`config.mk`:
```
export PLATFORM = sky130hd
export DESIGN_NAME = prog_addr_seq
export DESIGN_NICKNAME = d
export VERILOG_FILES = /design/src/rtl/prog_addr_seq.sv
export SDC_FILE = /design/constraint.sdc
export NUM_CORES = 1
export LEC_CHECK = 0
export BUFFER_PORTS_ARGS = -buffer_cell sky130_fd_sc_hd__buf_2
export CAP_MARGIN = 20
export CORE_MARGIN = 5
export CORE_UTILIZATION = 51
export CTS_CLUSTER_SIZE = 40
export DETAILED_ROUTE_END_ITERATION = 10
export PLACE_DENSITY = 0.71
export SLEW_MARGIN = 20
export SYNTH_ARGS = -nofsm -noshare
export SYNTH_HDL_FRONTEND = slang
export SYNTH_SLANG_ARGS = --single-unit
```
`constraint.sdc`:
```
create_clock -name clk -period 2.47 [get_ports clk]
set_clock_uncertainty 0.2 [all_clocks]
set_input_delay 0.3705 -clock clk [delete_from_list [all_inputs] [get_ports clk]]
set_output_delay 0.3705 -clock clk [all_outputs]
set_load 0.01 [all_outputs]
```
`src/rtl/prog_addr_seq.sv`:
```
module prog_addr_seq #(
  parameter int PC_W      = 12,
  parameter int STK_DEPTH = 8,
  parameter int ACC_W     = 8,
  parameter int PORT_W    = 8,
  parameter int HALF_BIT  = 6
) (
  input  logic                clk,
  input  logic                rst_n,
  input  logic                op_next,
  input  logic                op_jump,
  input  logic                op_call,
  input  logic                op_ret,
  input  logic                op_page,
  input  logic                page3,
  input  logic [ACC_W-1:0]    acc,
  input  logic [PC_W-2:0]     target,
  input  logic                op_sel,
  input  logic                sel_val,
  input  logic                port_wr,
  input  logic [PORT_W-1:0]   port_data,
  output logic [PC_W:0]       fetch_addr,
  output logic                page_rd
);
  localparam int BANK_BIT = PC_W - 1;
  localparam int PAGE_W   = PC_W - ACC_W;
  localparam int SP_W     = $clog2(STK_DEPTH);

  logic [PC_W-1:0] pc, rd_addr;
  logic            half, bank, rd_pend;
  logic [SP_W-1:0] sp;
  logic [PC_W-1:0] stk [STK_DEPTH];

  wire [PC_W-1:0] pc_inc = {pc[BANK_BIT], pc[BANK_BIT-1:0] + 1'b1};
  wire [PC_W-1:0] pc_tgt = {bank, target};
  wire [SP_W-1:0] sp_top = sp - 1'b1;

  always_ff @(posedge clk) begin
    if (!rst_n) begin
      pc      <= '0;
      half    <= 1'b1;
      bank    <= 1'b0;
      rd_pend <= 1'b0;
      rd_addr <= '0;
      sp      <= '0;
    end else begin
      rd_pend <= op_page;
      if (op_page)
        rd_addr <= {page3 ? PAGE_W'(3) : pc[PC_W-1:ACC_W], acc};
      if (op_sel)  bank <= sel_val;
      if (port_wr) half <= port_data[HALF_BIT];
      if (op_next)
        pc <= pc_inc;
      else if (op_jump)
        pc <= pc_tgt;
      else if (op_call) begin
        pc <= pc_tgt;
        sp <= sp + 1'b1;
      end else if (op_ret) begin
        pc <= stk[sp_top];
        sp <= sp_top;
      end
    end
  end

  always_ff @(posedge clk)
    if (rst_n && op_call && !op_next && !op_jump) stk[sp] <= pc_inc;

  assign fetch_addr = {half, rd_pend ? rd_addr : pc};
  assign page_rd    = rd_pend;

  assert_ops_exclusive_R5: assert property (@(posedge clk) disable iff (!rst_n)
    $onehot0({op_next, op_jump, op_call, op_ret, op_page}));

  assert_read_idle_R8: assert property (@(posedge clk) disable iff (!rst_n)
    page_rd |-> !(op_next || op_jump || op_call || op_ret || op_page));

  assert_seq_keeps_bank_R2: assert property (@(posedge clk) disable iff (!rst_n)
    (op_next && !port_wr) |=> fetch_addr[PC_W:BANK_BIT] == $past(fetch_addr[PC_W:BANK_BIT]));

  assert_jump_target_R4: assert property (@(posedge clk) disable iff (!rst_n)
    (op_jump || op_call) |=> fetch_addr[BANK_BIT-1:0] == $past(target));

  assert_half_follows_port_R6: assert property (@(posedge clk) disable iff (!rst_n)
    (port_wr && !op_page) |=> fetch_addr[PC_W] == $past(port_data[HALF_BIT]));

  assert_ret_keeps_half_R7: assert property (@(posedge clk) disable iff (!rst_n)
    (op_ret && !port_wr) |=> $stable(fetch_addr[PC_W]));

  assert_page_addr_R8: assert property (@(posedge clk) disable iff (!rst_n)
    op_page |=> page_rd && fetch_addr[ACC_W-1:0] == $past(acc));

  assert_page3_R9: assert property (@(posedge clk) disable iff (!rst_n)
    (op_page && page3) |=> fetch_addr[PC_W-1:ACC_W] == PAGE_W'(3));
endmodule

```
==> flow_metrics.py <==
metrics = {
    "status": {
        "outcome": "finished clean",
    },
    "timing": {
        "tightest_slew_ns": 0.758,
        "fin_crit_sh_pct": 93.8,
        "final-setup-viol-count": 0,
        "maxSlewViolCount": 0,
        "fmax_ghz": 0.432,
        "relSlewSlack_pct": 49.1,
        "hold_violations": 0,
        "tns_ns": 0,
        "rsz0062_at_grt": "false",
        "layout_min_cycle_time_ns": 2.32,
    },
    "clocking": {
        "cts_buffers": 17,
        "path_clk_slew_ns": 0.06,
        "cts_root_buffer": "clkbuf_8",
        "cts_buffer_depth": 2,
        "cts.sinks": 126,
        "clk-insertion-delay-late_ns": 0.53,
        "cts_resized": 0,
        "tritoncts": "yes",
        "htreeDepth": 4,
    },
    "finish": {
        "finalInstanceArea_sq_um": 6710,
        "layout_commonest_cell": "edfxtp_1",
        "drive_above_1_share_pct": 28.1,
        "n_fill_cell": 771,
        "layout_common_cells": "edfxtp_1 (96), buf_2 (44), nor2_1 (33), nand2_1 (31)",
        "nNetsFinal": 519,
        "syn_to_final_growth_pct": 21.9,
        "diodes": 0,
    },
    "global_routing": {
        "antenna_found_initial": 0,
        "grt_pass1_vias": 3671,
        "grt-ovfl-total": 0,
        "grt_pass1_wl_microns": 20000,
        "grt_max_degree": 29,
        "grtUsageTotal_pct": 20.6,
    },
    "worst_hold_path": {
        "holdPathEnd": "half",
        "hold_depth": 3,
        "hold_class": "in -> reg",
        "min_from": "rst_n",
    },
    "die": {
        "fp.coreArea_sq_um": 10700,
        "die_y_microns": 114,
        "fp-row-count": 38,
        "start_util_pct": 51.5,
        "die-width_microns": 114,
        "die_area_sq_um": 13000,
        "ios": 52,
    },
    "routing": {
        "wire_per_inst_microns": 19.9,
        "vias": 3646,
        "ant_nets": 0,
        "drc": 0,
        "drt-total-wl_microns": 12600,
        "dr.first_iter.drc_count": 303,
        "drt_pass1_iterations": 5,
        "avgViaCountPerCell": 5.78,
    },
    "setup_path": {
        "crit_type": "reg -> out",
        "cp_max_fo": 16,
        "rrSetupSlack_ns": 0.23,
        "timing.rr.end": "pc[0]",
        "r2r_start": "sp[0]",
        "cp-start-kind": "flip-flop",
        "rr_worst_depth": 6,
        "end_kind": "output port",
        "cp.arrival_ns": 1.75,
        "required_ns": 1.90,
    },
    "synthesis": {
        "synth.distinct_cells": 53,
        "synthCells": 398,
        "syn_nets": 439,
        "ys_seq_area_share_pct": 63.2,
        "synth_area_per_cell_sq_um": 13.8,
        "synth-edff-count": 96,
        "async_reset_ff_share_pct": 0,
        "ys.flop_type": "edfxtp_1",
        "synth-seq-cells": 126,
        "yosys_warnings": 0,
        "synth_area_sq_um": 5510,
    },
    "place": {
        "io_buffers": 44,
        "gp_congestion": 0.886,
        "hpwl_microns": 8470,
        "place_area_sq_um": 6030,
    },
    "power_and_ir_drop": {
        "power_mw": 5.20,
        "powerDensity_nw_per_um2": 774,
        "ir_drop_uv": 430,
        "p_leak_nw": 2.44,
    },
    "job": {
        "maxCapViolCount": 0,
    },
}
==> per-layer routing <==
layer  track usage (%)  part of all wire, %  vias up
met1              27.9                   44     1787
met2              32.4                   47      158
met3              5.20                  7.5       22
li1                  -                    -     1679
met4              8.00                  2.0        0
met5                 0                    0        -
==> worst max-delay path: stages, from the launching register on <==
cell	delay [ns]
dfxtp_1	0.67
mux2_2	0.40
buf_2	0.14
==> state kept, by name, summed over array words and instances (netlist names) <==
register and count:
sp 3, bank 1, stk 96, pc 12, half 1, rd_addr 12, page_rd 1
==> metrics by stage <==
step	cells	worst slack [ns]	util (%)	hold WS (ns)
after floorplan	398	0.0332	-	0.243
after global placement	584	0.291	56.4	0.247
after detailed placement	584	0.237	56.4	0.261
after CTS	631	0.128	62.8	0.000457
after global routing	631	0.0851	62.8	0.0250
final	631	0.154	62.8	0.0245
==> cell usage after synthesis (all sizes together) (3+ instances only) <==
master / number / area, sq um
a211oi: 4 / 30.0
a21oi: 11 / 55.1
a31oi: 7 / 43.8
buf: 17 / 90.1
clkbuf: 12 / 45.0
dfxtp: 30 / 601
edfxtp: 96 / 2880
ha: 3 / 37.5
inv: 6 / 22.5
mux2: 11 / 124
mux2i: 22 / 220
mux4: 19 / 443
nand2: 31 / 116
nand2b: 3 / 18.8
nand3: 17 / 85.1
nand4: 3 / 18.8
nor2: 33 / 124
nor3: 5 / 25.0
o21ai: 15 / 75.1
o31a: 4 / 35.0
xnor2: 9 / 78.8
xor2: 5 / 62.6
==> power by group <==
group	switching [mW]	internal [mW]
clock	0.919	1.32
combinational	0.304	0.262
sequential	0.0468	2.34
total	1.27	3.93
==> area by class of cell <==
cell class                 count  area, sq um  share of cell area, %
clock buffer                  17          414                   6.17
clock inverter                15          121                   1.81
inverter                       8         31.3                  0.466
multi-input combinational    235         1870                   27.9
sequential                   126         3480                   51.9
tap                          140          175                   2.61
timing repair buffer          90          616                   9.17
==> repair_timing <==
action	4_1_cts	5_1_grt
setup buffers	0	0
hold buffers	15	0
endpoints found under the hold margin	16	0
==> cell families (layout without fill, tap and decap cells) <==
| kind of cell | Yosys count | count (layout) | synth area share [%] |
|---|---|---|---|
| xor+xnor | 14 | 14 | 2.57 |
| flops | 126 | 126 | 63.2 |
| simple gates | 106 | 106 | 8.90 |
| compound gates | 60 | 60 | 7.34 |
| buf+inv | 37 | 130 | 3.00 |
| fa+ha+maj | 3 | 3 | 0.681 |
| mux | 52 | 52 | 14.3 |
==> worst max-delay path by stage <==
stage                      to    start  slack (ns)
3_3_place_gp            pc[0]    sp[1]        0.29
2_1_floorplan           pc[9]    sp[0]        0.03
6_report        fetch_addr[3]  page_rd        0.15
5_1_grt        fetch_addr[11]  page_rd        0.09
3_5_place_dp            pc[0]    sp[0]        0.24
4_1_cts        fetch_addr[11]  page_rd        0.13
(Power assumes the default switching activity.)
